[config.mk]
export PLATFORM = sky130hd
export DESIGN_NAME = npc_unit
export DESIGN_NICKNAME = d
export VERILOG_FILES = /design/src/rtl/npc_pkg.sv /design/src/rtl/npc_cmp.sv /design/src/rtl/npc_target.sv /design/src/rtl/npc_seq.sv /design/src/rtl/npc_unit.sv
export SDC_FILE = /design/constraint.sdc
export NUM_CORES = 1
export LEC_CHECK = 0
export BUFFER_PORTS_ARGS = -buffer_cell sky130_fd_sc_hd__clkbuf_2
export CORE_ASPECT_RATIO = 1.2
export CORE_MARGIN = 2
export CORE_UTILIZATION = 39
export DETAILED_ROUTE_END_ITERATION = 7
export GPL_TIMING_DRIVEN = 0
export SYNTH_ARGS = -nofsm -noshare
export SYNTH_HDL_FRONTEND = slang
export SYNTH_SLANG_ARGS = --single-unit
[constraint.sdc]
create_clock -name clk -period 8.2 [get_ports clk]
set_input_delay 2.46 -clock clk [delete_from_list [all_inputs] [get_ports clk]]
set_output_delay 2.46 -clock clk [all_outputs]
set_load 0.01 [all_outputs]
[src/rtl/npc_pkg.sv]
package npc_pkg;
  typedef enum logic [2:0] {
    BK_NONE     = 3'd0,
    BK_JUMP     = 3'd1,
    BK_JUMP_REG = 3'd2,
    BK_IF_EQ    = 3'd3,
    BK_IF_NE    = 3'd4,
    BK_CALL     = 3'd5,
    BK_CALL_REG = 3'd6
  } br_kind_e;

  function automatic logic kind_is_delayed(br_kind_e k);
    return (k == BK_JUMP) || (k == BK_JUMP_REG) || (k == BK_CALL) || (k == BK_CALL_REG);
  endfunction

  function automatic logic kind_is_cmp(br_kind_e k);
    return (k == BK_IF_EQ) || (k == BK_IF_NE);
  endfunction

  function automatic logic kind_is_call(br_kind_e k);
    return (k == BK_CALL) || (k == BK_CALL_REG);
  endfunction

  function automatic logic kind_is_reg(br_kind_e k);
    return (k == BK_JUMP_REG) || (k == BK_CALL_REG);
  endfunction
endpackage

[src/rtl/npc_cmp.sv]
module npc_cmp #(
  parameter int XLEN = 32
) (
  input  logic [XLEN-1:0] a_i,
  input  logic [XLEN-1:0] b_i,
  input  logic            want_ne_i,
  output logic            hit_o
);
  logic same;
  assign same  = (a_i == b_i);
  assign hit_o = want_ne_i ? !same : same;
endmodule

[src/rtl/npc_target.sv]
module npc_target
  import npc_pkg::*;
#(
  parameter int XLEN    = 32,
  parameter int LONG_W  = 26,
  parameter int SHORT_W = 16,
  parameter int SHIFT   = 2
) (
  input  logic [XLEN-1:0]   pc_i,
  input  br_kind_e          kind_i,
  input  logic [LONG_W-1:0] off_i,
  input  logic [XLEN-1:0]   src_val_i,
  output logic [XLEN-1:0]   seq_pc_o,
  output logic [XLEN-1:0]   far_tgt_o,
  output logic [XLEN-1:0]   near_tgt_o
);
  localparam logic [XLEN-1:0] STEP = XLEN'(1 << SHIFT);

  logic [XLEN-1:0] long_ext, short_ext;

  assign long_ext   = XLEN'($signed(off_i)) << SHIFT;
  assign short_ext  = XLEN'($signed(off_i[SHORT_W-1:0])) << SHIFT;
  assign seq_pc_o   = pc_i + STEP;
  assign near_tgt_o = seq_pc_o + short_ext;
  assign far_tgt_o  = kind_is_reg(kind_i) ? src_val_i : (seq_pc_o + long_ext);
endmodule

[src/rtl/npc_seq.sv]
module npc_seq
  import npc_pkg::*;
#(
  parameter int              XLEN     = 32,
  parameter int              IDX_W    = 5,
  parameter int              LINK_IDX = 1,
  parameter int              SHIFT    = 2,
  parameter logic [XLEN-1:0] RST_PC   = '0
) (
  input  logic             clk,
  input  logic             rst,
  input  logic             issue_i,
  input  br_kind_e         kind_i,
  input  logic [IDX_W-1:0] src_idx_i,
  input  logic [XLEN-1:0]  seq_pc_i,
  input  logic [XLEN-1:0]  far_tgt_i,
  input  logic [XLEN-1:0]  near_tgt_i,
  input  logic             cmp_hit_i,
  output logic [XLEN-1:0]  pc_o,
  output logic             slot_o,
  output logic             link_we_o,
  output logic [XLEN-1:0]  link_o,
  output logic             err_slot_o,
  output logic             err_link_src_o
);
  localparam logic [XLEN-1:0] STEP = XLEN'(1 << SHIFT);

  logic [XLEN-1:0] pc_q, tgt_q, link_q;
  logic            slot_q, lwe_q, eslot_q, esrc_q;

  always_ff @(posedge clk) begin
    if (rst) begin
      pc_q    <= RST_PC;
      tgt_q   <= '0;
      link_q  <= '0;
      slot_q  <= 1'b0;
      lwe_q   <= 1'b0;
      eslot_q <= 1'b0;
      esrc_q  <= 1'b0;
    end else begin
      lwe_q   <= 1'b0;
      eslot_q <= 1'b0;
      esrc_q  <= 1'b0;
      if (issue_i) begin
        if (slot_q) begin
          pc_q    <= tgt_q;
          slot_q  <= 1'b0;
          eslot_q <= (kind_i != BK_NONE);
        end else if (kind_is_delayed(kind_i)) begin
          pc_q   <= seq_pc_i;
          tgt_q  <= far_tgt_i;
          slot_q <= 1'b1;
          if (kind_is_call(kind_i)) begin
            lwe_q  <= 1'b1;
            link_q <= seq_pc_i + STEP;
          end
          esrc_q <= (kind_i == BK_CALL_REG) && (src_idx_i == IDX_W'(LINK_IDX));
        end else if (kind_is_cmp(kind_i) && cmp_hit_i) begin
          pc_q <= near_tgt_i;
        end else begin
          pc_q <= seq_pc_i;
        end
      end
    end
  end

  assign pc_o           = pc_q;
  assign slot_o         = slot_q;
  assign link_we_o      = lwe_q;
  assign link_o         = link_q;
  assign err_slot_o     = eslot_q;
  assign err_link_src_o = esrc_q;
endmodule

[src/rtl/npc_unit.sv]
module npc_unit
  import npc_pkg::*;
#(
  parameter int              XLEN     = 32,
  parameter int              LONG_W   = 26,
  parameter int              SHORT_W  = 16,
  parameter int              IDX_W    = 5,
  parameter int              LINK_IDX = 1,
  parameter int              SHIFT    = 2,
  parameter logic [XLEN-1:0] RST_PC   = '0
) (
  input  logic              clk,
  input  logic              rst,
  input  logic              issue_i,
  input  logic [2:0]        kind_i,
  input  logic [LONG_W-1:0] off_i,
  input  logic [XLEN-1:0]   opa_i,
  input  logic [XLEN-1:0]   opb_i,
  input  logic [XLEN-1:0]   src_val_i,
  input  logic [IDX_W-1:0]  src_idx_i,
  output logic [XLEN-1:0]   pc_o,
  output logic              slot_o,
  output logic              link_we_o,
  output logic [XLEN-1:0]   link_o,
  output logic              err_slot_o,
  output logic              err_link_src_o
);
  br_kind_e        kind;
  logic [XLEN-1:0] seq_pc, far_tgt, near_tgt;
  logic            cmp_hit;

  assign kind = br_kind_e'(kind_i);

  npc_cmp #(.XLEN(XLEN)) u_cmp (
    .a_i       (opa_i),
    .b_i       (opb_i),
    .want_ne_i (kind == BK_IF_NE),
    .hit_o     (cmp_hit)
  );

  npc_target #(
    .XLEN(XLEN), .LONG_W(LONG_W), .SHORT_W(SHORT_W), .SHIFT(SHIFT)
  ) u_tgt (
    .pc_i       (pc_o),
    .kind_i     (kind),
    .off_i      (off_i),
    .src_val_i  (src_val_i),
    .seq_pc_o   (seq_pc),
    .far_tgt_o  (far_tgt),
    .near_tgt_o (near_tgt)
  );

  npc_seq #(
    .XLEN(XLEN), .IDX_W(IDX_W), .LINK_IDX(LINK_IDX), .SHIFT(SHIFT), .RST_PC(RST_PC)
  ) u_seq (
    .clk            (clk),
    .rst            (rst),
    .issue_i        (issue_i),
    .kind_i         (kind),
    .src_idx_i      (src_idx_i),
    .seq_pc_i       (seq_pc),
    .far_tgt_i      (far_tgt),
    .near_tgt_i     (near_tgt),
    .cmp_hit_i      (cmp_hit),
    .pc_o           (pc_o),
    .slot_o         (slot_o),
    .link_we_o      (link_we_o),
    .link_o         (link_o),
    .err_slot_o     (err_slot_o),
    .err_link_src_o (err_link_src_o)
  );
endmodule

* Yosys cells after proc, flatten, opt, wreduce, memory -nomap -nowiden
Index checks and enable logic that the tools add are counted.
Widths: inputs -> output; s select.
** Word-level totals
- Register bits after elaboration :: 100
- Bits of input ports :: 133
- Output and inout bits :: 68
** Operators by class
- Add/subtract/negate cells :: 4
- Eq/ne operators :: 8
- Mux-type cells :: 8
- Bitwise operators :: 3
- Reduce and logical (&&, ||, !) cells :: 14
** Operators by type and width (count)
- $mux 32 :: 4
- $add 32x3->32 const B :: 2
- $add 32x32->32 :: 2
- $eq 32x32->1 :: 1
- $eq 3x3->1 const B :: 3
- $eq 3x2->1 const B :: 2
- $logic_or 1x1->1 :: 6
- $eq 5x1->1 const B :: 1
- $mux 1 :: 4
- $reduce_and 4->1 :: 1
- $reduce_or 4->1 :: 1
- $eq 3x1->1 const B :: 1
- $not 1->1 :: 3
- $reduce_and 3->1 :: 1
- $reduce_bool 3->1 :: 1
- $reduce_or 3->1 :: 1
- $logic_and 1x1->1 :: 2
- $logic_not 1->1 :: 1

* Depth between registers and ports, before layout
Gate-level depths: netlist (run 1).
- Word-level depth :: 7
- Gate-level depth with buffers :: 17
- Gate-level depth less buffers :: 16

* Cells and area by module
A second synthesis (run 1) with hierarchy kept.
** Second synthesis, totals
- Cells, all modules :: 1102
- Area total of the unflattened synthesis :: 8441.8 um^2
** Modules (own cells, without submodules)
- npc_seq :: instances 1, cells each 572, area an instance 4835.9 um^2, sequential area each 2001.9 um^2
- npc_target :: instances 1, cells each 485, area an instance 3238.1 um^2, sequential area each 0.0 um^2
- npc_cmp :: instances 1, cells each 44, area an instance 355.3 um^2, sequential area each 0.0 um^2
- npc_unit :: instances 1, cells each 1, area an instance 12.5 um^2, sequential area each 0.0 um^2

* Worst setup path before layout (run 1)
Ideal clock, no wire load.
- Kind :: input to register
- From :: in off_i[0]
- To :: reg u_seq.tgt_q[28]
- Setup time :: 91 ps
- Arrival :: 4891 ps
- Data required time :: 8109 ps
- Path slack :: 3218 ps
- Stages :: 11
- Path buffers :: 0
- Path through :: ha_1 fa_1 a21o_1 nand3_1 a31o_2 a21boi_1 a41oi_1 or3_1 nand4_1 or3b_2 a311oi_1
** Between the ends
- Longest elaborated chain between the ends :: 2
** RTL lines
- start, declared :: line npc_unit.sv:16 : input logic [LONG_W-1:0] off_i,
- $add 32x32->32 :: line npc_target.sv:25 : assign far_tgt_o = kind_is_reg(kind_i) ? src_val_i : (seq_pc_o + long_ext);
- $mux 32 :: line npc_target.sv:25
- end signal, assigned :: line npc_seq.sv:51 : tgt_q <= far_tgt_i;
- end, declared :: line npc_seq.sv:28 : logic [XLEN-1:0] pc_q, tgt_q, link_q;
No other way between the ends.
A chain may end at the register's enable or synchronous reset.

* Final worst setup path (run 1)
- From :: in opb_i[26]
- To :: reg u_seq.pc_q[21] (netlist: u_seq.pc_o[21])
** Between the ends
- Longest elaborated chain between the ends :: 7
** RTL lines
- start, declared :: line npc_unit.sv:18 : input logic [XLEN-1:0] opb_i,
- $eq 32x32->1 * :: line npc_cmp.sv:10 : assign same = (a_i == b_i);
- $logic_not 1->1 :: line npc_cmp.sv:11 : assign hit_o = want_ne_i ? !same : same;
- $mux 1 * :: line npc_cmp.sv:11
- $logic_and 1x1->1 * :: line npc_seq.sv:58 : end else if (kind_is_cmp(kind_i) && cmp_hit_i) begin
- $mux 32 * :: line npc_seq.sv:58
- $mux 32 * :: line npc_seq.sv:49 : end else if (kind_is_delayed(kind_i)) begin
- $mux 32 * :: line npc_seq.sv:45 : if (slot_q) begin
- end signal, assigned :: line npc_seq.sv:46 : pc_q <= tgt_q;
- end signal, assigned :: line npc_seq.sv:50 : pc_q <= seq_pc_i;
- end signal, assigned :: line npc_seq.sv:59 : pc_q <= near_tgt_i;
- end, declared :: line npc_seq.sv:28
Every way passes the cells marked *; elsewhere a longest branch is shown, timed or not.

==> summary.txt, run 1 <==
Layout
  • ANT cells: 0
  • Filler instances: approximately 2200
  • Layout cells sized above 1: just under 20%
  • Area Overhead vs Synth: 19.84%
  • Final core occ: 47.32%
  • # nets final: 1467

Logic synthesis
  • Synth Register Bits: 100
  • Async S/R FF share, synth: 0%
  • Yosys cell types: between 80 and 90
  • Register area share after synthesis: 24.34%
  • Ys Warns: 0
  • Number of flops mapped to enable cells by yosys: 0
  • Cells after Synth: approximately 1100
  • Synthesized area per cell: approximately 7.7 µm²
  • Dominant synthesized flop cell: dfxtp_1
  • Synthesized net count: roughly 1300
  • Post-Syn Area: between 0.008 and 0.009 mm²

Clock tree
  • Worst-Skew Late Latency: 0.36 ns
  • CTS buffer count: 9
  • Clock Tree Buf Depth: 2
  • Depth of the CTS H-tree: 3
  • Post-CTS Setup Repair Bufs: 0
  • Clock Sinks: 100
  • CTS clk-pin slew, worst paths: around 0.070 ns
  • CTS Root Cell: clkbuf_16
  • PostCTS Resize Cnt: 0
  • CTS tree: done
  • Post-CTS Hold Buffers: 0

Setup path
  • Data required, critical path: ~8.4 ns
  • Max stage delay on crit path: between 0.6 and 0.7 ns
  • WP buf/inv: 4
  • Worst R2R Setup Slack: about 3.3 ns
  • Critical path launch point type: primary input
  • Crit path DAT: ~5.7 ns
  • Critical-path top delay cell: clkbuf_1
  • CP Cell Sequence: clkbuf_2 > xnor2_1 > nand4_1 > nor4_1 > a41o_1 > clkbuf_1 > clkbuf_1 > clkbuf_1 > a21oi_1 > o211ai_1 > o31ai_1
  • CP Max Fanout: 10
  • Critical path's top delay family: buffers and inverters
  • Critical setup path kind: primary input to flip-flop
  • Worst-case reg-to-reg path depth: 16
  • Cell mode on critical path: clkbuf_1
  • Setup crit end kind: flip-flop
  • R2r endpoint: u_seq.tgt_q[28]
  • Reg2reg start: u_seq.pc_o[10]

Min path
  • Hold path depth: 2
  • WHS Endpoint: u_seq.link_o[11]
  • Hold WC Path Type: flip-flop to flip-flop
  • Hold path startpoint: u_seq.link_o[11]

STA
  • Crit share post-route: between 60% and 70%
  • Maximum operating frequency: about 0.18 GHz
  • Unrepaired setup endpoints after global routing: no
  • Hold Violations, Final: 0
  • Total negative slack: 0 ns
  • Final Skew: between 0.008 and 0.009 ns
  • Max transition margin: around two fifths
  • Final Max Tran Viols: 0
  • Worst hold slack: approximately 0.45 ns
  • Worst Tran Pin Value: a little over 0.9 ns
  • Setup-failing EPs final: 0
  • Fin crit period: ~5.5 ns

Floorplanning
  • Die Wd: around 140 µm
  • Die area: ~0.022 mm²
  • CORE AREA: around 0.021 mm²
  • I/O Pins: ~200
  • Starting Density: 39.49%
  • Cell row count: 58
  • Die Y: about 160 µm

Status
  • Status: finished clean

Drt
  • Initial DRT Pass Iterations: 6
  • Drt drc: 0
  • Vias: 8924
  • Total wire length after detailed routing: 30.53 mm
  • WL/cell: around 20 µm
  • Iteration-0 DRC count of the detailed router: roughly 660
  • Final ANT Viol Nets: 0
  • Via-to-Cell Ratio: around 5.7

Power and ir drop
  • Static leakage: between 4 and 5 nW
  • Cell area power density: 143.2 mW/mm²
  • IR drop worst, VDD: 0.1112 mV

Global routing
  • Initial antenna violation count: 0
  • GRT Util Overall: between 20% and 30%
  • Largest net degree at the start of global routing: 22
  • First-pass GRT wire length: roughly 46 mm
  • Vias in the first global route: roughly 8500
  • Overflow after GRT: 0

Placed design
  • Hpwl dp: approximately 25 mm
  • I/O Buffers: slightly below 200
  • Final Wtd Congestion: 0.9431

Run
  • Max cap viols: 0
==> report_power, final <==
group / internal [mW] / switching (mW)
Clock: 0.253 / 0.199
Sequential: 0.511 / 0.0246
Combinational: 0.167 / 0.257
==> worst register-to-register path, stage by stage, from the launching register on <==
cell      delay (ns)
dfxtp_1         0.48
nand4_2         0.20
or3_1           0.37
buf_2           0.17
nor2_1          0.22
nand2_1         0.11
xnor2_1         0.60
ha_1            0.43
nand3_1         0.18
nor2b_1         0.07
a221o_1         0.37
o31a_1          0.27
a41oi_1         0.40
or3_1           0.21
a31oi_1         0.08
or3b_2          0.45
a311oi_1        0.25
==> area by class of cell <==
class	instances	area [µm²]	area share, %
inverter	44	165.2	1.676
tap	270	337.8	3.428
clock buffer	12	256.5	2.603
multi-input combinational	874	5837	59.22
sequential	100	2002	20.31
clock inverter	3	46.29	0.4697
buffer	54	220.2	2.234
timing repair buffer	198	991.0	10.05
==> per-layer routing <==
metal	up-vias	share of wire, %	global-route usage (%)
met1	4143	39	31.11
li1	4294	-	-
met2	406	49	48.82
met5	-	0	0
met3	81	6.9	3.880
met4	0	5.1	14.16
==> cells in the final DEF, fill, tap and decap left out, types with 11 or more instances in the layout <==
master / n
dfxtp_1: 100
a21o_1: 24
mux2i_1: 27
a31oi_1: 15
nor3_1: 25
and3_1: 13
nand4_1: 24
ha_1: 52
clkbuf_1: 45
o211ai_1: 22
inv_1: 42
nor2b_1: 12
nand2_1: 106
xor2_1: 33
xnor2_1: 76
or3_1: 11
nor2_1: 95
nand3_1: 33
o21ai_0: 58
a21oi_1: 84
nand2b_1: 13
a211oi_1: 16
clkbuf_2: 200
==> per-stage QoR <==
step | cell area (µm²) | power, mW | worst slack [ns] | std cells
2_1_floorplan | 8224 | 0.8131 | 3.218 | 1072
5_1_grt | 9856 | 1.476 | 2.548 | 1555
3_5_place_dp | 9553 | 0.9651 | 2.400 | 1540
3_3_place_gp | 9553 | 0.9635 | 2.409 | 1540
6_report | 9856 | 1.411 | 2.721 | 1555
4_1_cts | 9856 | 1.410 | 2.743 | 1555
==> worst max path at each step <==
stage          startpoint               to  cells past startpoint
5_1_grt          opb_i[1]   u_seq.pc_o[11]                     11
3_3_place_gp    opb_i[26]   u_seq.pc_o[21]                     11
2_1_floorplan    off_i[0]  u_seq.tgt_q[28]                     11
6_report        opb_i[26]   u_seq.pc_o[21]                     11
3_5_place_dp     opb_i[7]   u_seq.pc_o[21]                     11
4_1_cts          opb_i[7]   u_seq.pc_o[21]                     11
==> synthesized netlist by cell type (11+ instances only) <==
cell      number  area share [%]
a211oi_1      16             1.5
a21o_1        24             2.2
a21oi_1       84             5.1
a31oi_1       15             1.1
and3_1        13            0.99
clkbuf_1      44             2.0
dfxtp_1      100              24
ha_1          52             7.9
inv_1         42             1.9
mux2i_1       27             3.3
nand2_1      106             4.8
nand2b_1      13            0.99
nand3_1       33             2.0
nand4_1       24             1.8
nor2_1        95             4.3
nor2b_1       12            0.91
nor3_1        25             1.5
o211ai_1      22             2.0
o21ai_0       58             3.5
or3_1         11            0.84
xnor2_1       76             8.1
xor2_1        33             3.5
==> cell families after synthesis <==
logic type      share of synthesized area (%)
buf+inv                                 4.686
mux                                     4.108
compound gates                          23.14
simple gates                            23.96
flops                                   24.34
fa+ha+maj                               8.155
xor+xnor                                11.61
==> flip-flops by register name, indices dropped and copies added, names as in the netlist <==
register              count
u_seq.tgt_q              32
u_seq.err_link_src_o      1
u_seq.link_o             32
u_seq.pc_o               32
u_seq.link_we_o           1
u_seq.err_slot_o          1
u_seq.slot_o              1
Note: power is estimated with default switching activity, not from simulation.
==> run 2, diff against run 1 <==
--- a/config.mk
+++ b/config.mk
@@ -5,6 +5,7 @@
 export SDC_FILE = /design/constraint.sdc
 export NUM_CORES = 1
 export LEC_CHECK = 0
+export ABC_AREA = 1
 export BUFFER_PORTS_ARGS = -buffer_cell sky130_fd_sc_hd__clkbuf_2
 export CORE_ASPECT_RATIO = 1.2
 export CORE_MARGIN = 2
==> constraint.sdc (replaced) <==
create_clock -name clk -period 5.4 [get_ports clk]
set_input_delay 1.62 -clock clk [delete_from_list [all_inputs] [get_ports clk]]
set_output_delay 1.62 -clock clk [all_outputs]
set_load 0.01 [all_outputs]
==> run 2 against run 1 <==
Against the previous run:
- combinational power increased by 48%
- cell count increased by 48%
- area after synthesis increased by 21%
- core utilization decreased by 1.3 points
- non-clock buffer count decreased by 6
- total power increased by 51%
- worst hold slack improved by 0.020 ns
- largest cell class unchanged
==> summary.txt, run 2 <==
STA
  • Final Skew: about 0.015 ns
  • Final Max Tran Viols: 0
  • Maximum operating frequency: approximately 0.23 GHz
  • Max transition margin: between 40% and 50%
  • Fin crit period: between 4 and 5 ns
  • Final worst slack: between 1 and 1.5 ns
  • Total negative slack: 0 ns
  • Hold Violations, Final: 0
  • Worst Tran Pin Value: 0.8901 ns
  • Setup-failing EPs final: 0
  • Crit share post-route: between 80% and 90%
  • Unrepaired setup endpoints after global routing: no

Clock tree
  • CTS buffer count: 9
  • CTS clk-pin slew, worst paths: 0.09 ns
  • Post-CTS Setup Repair Bufs: 0
  • PostCTS Resize Cnt: 0
  • CTS tree: done
  • Post-CTS Hold Buffers: 0
  • CTS Root Cell: clkbuf_16
  • Clock Tree Buf Depth: 2
  • Worst-Skew Late Latency: between 0.3 and 0.4 ns
  • Clock Sinks: 100
  • Depth of the CTS H-tree: 3

Placed design
  • I/O Buffers: 200
  • Hpwl dp: between 30 and 40 mm
  • Post-DP Area: about 0.011 mm²
  • Final Wtd Congestion: 1.006
  • Pre-CTS WS: 0.8081 ns

Logic synthesis
  • Async S/R FF share, synth: 0%
  • Post-synth top area share: between 20% and 30%
  • Synth Register Bits: 100
  • Register area share after synthesis: between 20% and 30%
  • Ys Warns: 0
  • Post-synth top cells: nand2_1 (523), inv_1 (245), nor2_1 (237)
  • Largest family of logic cells by synthesized area: simple AND/OR/NAND/NOR gates
  • Post-Synth XOR/XNOR Area: between 5 and 6%
  • Post-Syn Area: roughly 0.0099 mm²
  • Yosys top cell by area: dfxtp_1
  • Cells after Synth: 1757
  • Cells taking the most area after synthesis: dfxtp_1 (20%), nand2_1 (20%), inv_1 (9.3%), nor2_1 (8.9%), nand3_1 (7.4%)
  • Number of flops mapped to enable cells by yosys: 0
  • Synthesized area per cell: roughly 5.7 µm²
  • Adder-cell share of the synthesized area: under 10%
  • Synth Area in Simple Gates: around two fifths
  • Dominant synthesized flop cell: dfxtp_1
  • Yosys cell types: between 40 and 50
  • Synth Area in Compound Gates: 13.81%
  • Most frequent cell after synthesis: nand2_1
  • Mux contribution to synthesized area: 0%
  • Synthesized net count: between 1500 and 2000

Floorplanning
  • Die Wd: approximately 150 µm
  • CORE AREA: approximately 0.025 mm²
  • Cell row count: 64
  • Die area: between 0.02 and 0.03 mm²
  • I/O Pins: ~200
  • Die Y: between 150 and 200 µm
  • Starting Density: approximately 39%

Drt
  • Iteration-0 DRC count of the detailed router: 832
  • Vias: 11900
  • Initial DRT Pass Iterations: 5
  • Total wire length after detailed routing: roughly 43 mm
  • Via-to-Cell Ratio: about 5.2
  • Final ANT Viol Nets: 0
  • WL/cell: between 15 and 20 µm
  • Drt drc: 0

Global routing
  • GRT Util Overall: roughly 32%
  • GR peak layer: met2
  • Met2 usage: between 50% and 60%
  • Initial antenna violation count: 0
  • Met1 GRT Util: 40.28%
  • Vias in the first global route: roughly 11000
  • Largest net degree at the start of global routing: 21
  • Overflow after GRT: 0
  • First-pass GRT wire length: 64.03 mm
  • Met3 usage: 3.410%

Setup path
  • Data required, critical path: between 5 and 6 ns
  • Max stage delay on crit path: roughly 0.48 ns
  • Critical path launch point type: flip-flop
  • Critical-path top delay cell: dfxtp_1
  • WP buf/inv: 3
  • Critical setup path kind: flip-flop to flip-flop
  • CP Cell Sequence: nand2_1 > nor2_1 > nand2_1 > nor2_1 > nand2_1 > nand2_1 > inv_1 > ha_1 > nand2_1 > inv_1 > a21oi_1 > nand3_1 > nand2_1 > nor2_1 > o21ai_0 > inv_1 > o21ai_0 > nand2_1 > a21oi_1
  • CP Max Fanout: 5
  • Critical path's top delay family: simple AND/OR/NAND/NOR gates
  • Cell mode on critical path: nand2_1
  • Crit path DAT: 4.63 ns
  • Setup crit end kind: flip-flop

Layout
  • Area Overhead vs Synth: 17.27%
  • Final core occ: about 46%
  • Layout cells sized above 1: a little over an eighth
  • Final design area excluding fillers: about 0.012 mm²
  • Commonest non-fill, non-tap cells in the layout: nand2_1 (523), inv_1 (245), nor2_1 (237), clkbuf_2 (200), nand3_1 (147)
  • Commonest non-fill, non-tap cell in the layout: nand2_1
  • ANT cells: 0
  • # nets final: around 2200

Run
  • Max cap viols: 0

Power and ir drop
  • Cell area power density: around 180 mW/mm²
  • IR drop worst, VDD: about 0.11 mV
  • Static leakage: ~5.9 nW

Status
  • Status: finished clean

Min path
  • Hold WC Path Type: flip-flop to flip-flop
==> run 2: power breakdown <==
part           total (mW)  internal, mW  switching (mW)
Sequential          0.813         0.776          0.0366
Combinational       0.628         0.205           0.423
Clock               0.695         0.341           0.355
Total                2.14          1.32           0.814
==> run 2: metrics by stage <==
| stage | total power [mW] | std cells | hold WS [ns] |
|---|---|---|---|
| after global placement | 1.446 | 2287 | 0.4558 |
| after global routing | 2.234 | 2303 | 0.4918 |
| after detailed placement | 1.449 | 2287 | 0.4587 |
| after floorplan | 1.188 | 1757 | 0.4456 |
| after CTS | 2.136 | 2303 | 0.4711 |
| final | 2.136 | 2303 | 0.4712 |
==> run 2: path summary, 6_finish.rpt <==
| kind | from | to | slack [ns] | depth (start not counted) |
|---|---|---|---|---|
| setup reg to reg | u_seq.pc_o[9] | u_seq.tgt_q[21] | 1.07 | 19 |
| hold / removal | u_seq.tgt_q[11] | u_seq.tgt_q[11] | 0.47 | 2 |
| hold reg to reg | u_seq.tgt_q[11] | u_seq.tgt_q[11] | 0.47 | 2 |
| setup / recovery | u_seq.pc_o[9] | u_seq.tgt_q[21] | 1.07 | 19 |
==> run 2: kinds of logic after synthesis <==
| kind of cell | count (synthesis) |
|---|---|
| compound gates | 253 |
| xor+xnor | 64 |
| flops | 100 |
| fa+ha+maj | 53 |
| simple gates | 986 |
| buf+inv | 301 |
==> run 2: layout make-up <==
class / instances / area [µm²]
Fill cell: 2903 / 13650
Multi-Input combinational cell: 1356 / 6803
Sequential cell: 100 / 2002
Timing Repair Buffer: 200 / 1001
Inverter: 255 / 957.2
Tap cell: 330 / 412.9
Clock buffer: 10 / 239.0
Buffer: 46 / 178.9
Clock inverter: 6 / 63.81
==> run 2: metal layers <==
layer | vias to the layer above | part of all wire [%]
met1 | 5455 | 43
li1 | 5987 | -
met3 | 74 | 5.4
met2 | 388 | 48
met4 | 0 | 4.1
met5 | - | 0
==> run 2: worst register-to-register path, cell delays in order, from the launching register on <==
cell and delay, ns:
dfxtp_1 0.48, nand2_1 0.11, nor2_1 0.27, nand2_1 0.13
nor2_1 0.26, nand2_1 0.08, nand2_1 0.28, inv_1 0.09
ha_1 0.35, nand2_1 0.25, inv_1 0.07, a21oi_1 0.44
nand3_1 0.42, nand2_1 0.23, nor2_1 0.07, o21ai_0 0.14
inv_1 0.09, o21ai_0 0.23, nand2_1 0.14, a21oi_1 0.13
==> run 3, diff against run 2 <==
==> constraint.sdc (replaced) <==
create_clock -name clk -period 3.73 [get_ports clk]
set_input_delay 1.119 -clock clk [delete_from_list [all_inputs] [get_ports clk]]
set_output_delay 1.119 -clock clk [all_outputs]
set_load 0.01 [all_outputs]
==> run 3 against run 2 <==
Against the previous run:
- worst hold slack improved by 0.0019 ns
- sequential power increased by 45%
- routed wire length increased by 0.50%
- combinational power increased by 48%
- register-to-register slack got worse by 0.88 ns
- first-iteration DRC count increased by 5.8%
- largest cell class unchanged
- critical endpoint is now u_seq.tgt_q[22]
==> summary.txt, run 3 (synthesized netlist as in run 2, its figures left out) <==
Drt
  • Final ANT Viol Nets: 0
  • Drt drc: 0
  • Met1 Wirelength: between 15 and 20 mm
  • Initial DRT Pass Iterations: 5
  • WL/cell: 18.73 µm
  • Met3 WL: about 2.5 mm
  • Met2 wire length: between 20 and 25 mm
  • Total wire length after detailed routing: about 43 mm
  • Max Used Layer: met4
  • Via-to-Cell Ratio: ~5.2
  • Iteration-0 DRC count of the detailed router: between 800 and 900
  • Vias: around 12000

Floorplanning
  • Die Y: roughly 180 µm
  • Cell row count: 64
  • I/O Pins: 201
  • Die area: ~0.027 mm²
  • Starting Density: around 39%
  • CORE AREA: 0.02530 mm²
  • Die Wd: roughly 150 µm

Placed design
  • Hpwl dp: ~36 mm
  • Final Wtd Congestion: around 1
  • I/O Buffers: 200
  • Post-DP Area: about 0.011 mm²

Global routing
  • GRT Util Overall: 32.17%
  • First-pass GRT wire length: 64.25 mm
  • Largest net degree at the start of global routing: 21
  • Initial antenna violation count: 0
  • Vias in the first global route: 11240
  • Overflow after GRT: 0

Setup path
  • Critical setup path kind: flip-flop to flip-flop
  • CP Launch Point: u_seq.pc_o[2]
  • Worst R2R Setup Slack: slightly below 0.2 ns
  • Crit path DAT: around 3.8 ns
  • Setup crit end kind: flip-flop
  • Reg2reg start: u_seq.pc_o[2]
  • Critical path launch point type: flip-flop
  • CP Max Fanout: 10
  • Data required, critical path: between 3 and 4 ns

Power and ir drop
  • Static leakage: a little under 6 nW
  • IR drop worst, VDD: around 0.16 mV
  • Cell area power density: ~260 mW/mm²

Clock tree
  • CTS Root Cell: clkbuf_16
  • CTS clk-pin slew, worst paths: approximately 0.09 ns
  • CTS tree: done
  • CTS buffer count: 9
  • Clock Tree Buf Depth: 2
  • Worst-Skew Late Latency: 0.37 ns
  • Clock Sinks: 100
  • Post-CTS Hold Buffers: 0
  • Depth of the CTS H-tree: 3

STA
  • Fin crit period: approximately 3.5 ns
  • Worst hold slack: between 0.4 and 0.5 ns
  • Hold Violations, Final: 0
  • Total negative slack: 0 ns
  • Max transition margin: a little over two fifths
  • Maximum operating frequency: 0.2828 GHz
  • Unrepaired setup endpoints after global routing: yes
  • Setup-failing EPs final: 0
  • Final Skew: 0.01219 ns
  • Crit share post-route: 94.80%
  • Worst Tran Pin Value: around 0.84 ns
  • Final Max Tran Viols: 0

Min path
  • Hold WC Path Type: flip-flop to flip-flop
  • Hold path startpoint: u_seq.tgt_q[11]

Run
  • Max cap viols: 0

Layout
  • # nets final: roughly 2200
  • Commonest non-fill, non-tap cell in the layout: nand2_1
  • Commonest non-fill, non-tap cells in the layout: nand2_1 (508), inv_1 (242), nor2_1 (225), clkbuf_2 (200), nand3_1 (143)
  • Layout cells sized above 1: 16.96%
  • Area Overhead vs Synth: 19.95%
  • ANT cells: 0
  • Final design area excluding fillers: 0.01192 mm²

Status
  • Status: finished clean
[run 3: critical path, stage by stage (launching register included)]
cell and delay, ns:
dfxtp_1 0.41, buf_6 0.20, nand3_2 0.16, inv_2 0.13, nand2_1 0.14, inv_1 0.14, nand4_1 0.11, nand2_2 0.16
inv_1 0.14, ha_4 0.28, a21oi_2 0.27, nand2_1 0.15, inv_1 0.18, o21ai_2 0.13, a21oi_1 0.26, nor2_1 0.10
o21bai_1 0.15, nand3_1 0.10, nand2_1 0.12, a21oi_1 0.08
[run 3: final timing paths]
check | endpoint | cells past startpoint
worst max-delay path | u_seq.tgt_q[22] | 19
worst max register to register | u_seq.tgt_q[22] | 19
worst min-delay path | u_seq.tgt_q[11] | 2
worst min register to register | u_seq.tgt_q[11] | 2
[run 3: report_power, final]
part / total (mW) / internal [mW] / leakage (nW) / switching [mW]
logic: 0.932 / 0.307 / 4.98 / 0.626
registers: 1.18 / 1.12 / 0.818 / 0.0536
clock network: 1.01 / 0.494 / 0.146 / 0.521
total: 3.12 / 1.92 / 5.94 / 1.20
[run 3: what timing repair did]
action / CTS / global route
pin swaps: 0 / 0
buffers inserted: 0 / 2
setup endpoints to repair: 31 / 36
resized for setup: 27 / 53
[run 3: through the flow]
step / instances / setup slack (ns) / power (mW) / util (%)
floorplan: 1757 / 0.6998 / 1.719 / -
global placement: 2287 / -0.4545 / 2.093 / 44.87
detailed placement: 2287 / -0.4792 / 2.098 / 44.87
CTS: 2303 / 0.009547 / 3.101 / 46.48
global route: 2305 / -0.01241 / 3.259 / 47.12
finish: 2305 / 0.1939 / 3.125 / 47.12
[run 3: layout make-up]
type	instances	area, µm²
fill	2876	13380
buffer	46	182.7
inverter	255	960.9
clock inverter	6	63.81
multi-input combinational	1356	7032
clock buffer	10	239.0
tap	330	412.9
sequential	100	2017
timing repair buffer	202	1016
[run 3: routing by layer]
metal  GRT usage, %  vias to the layer above
met2          56.23                      417
met1          40.35                     5523
met5              0                        -
li1               -                     6007
met4          13.01                        0
met3          3.410                       71
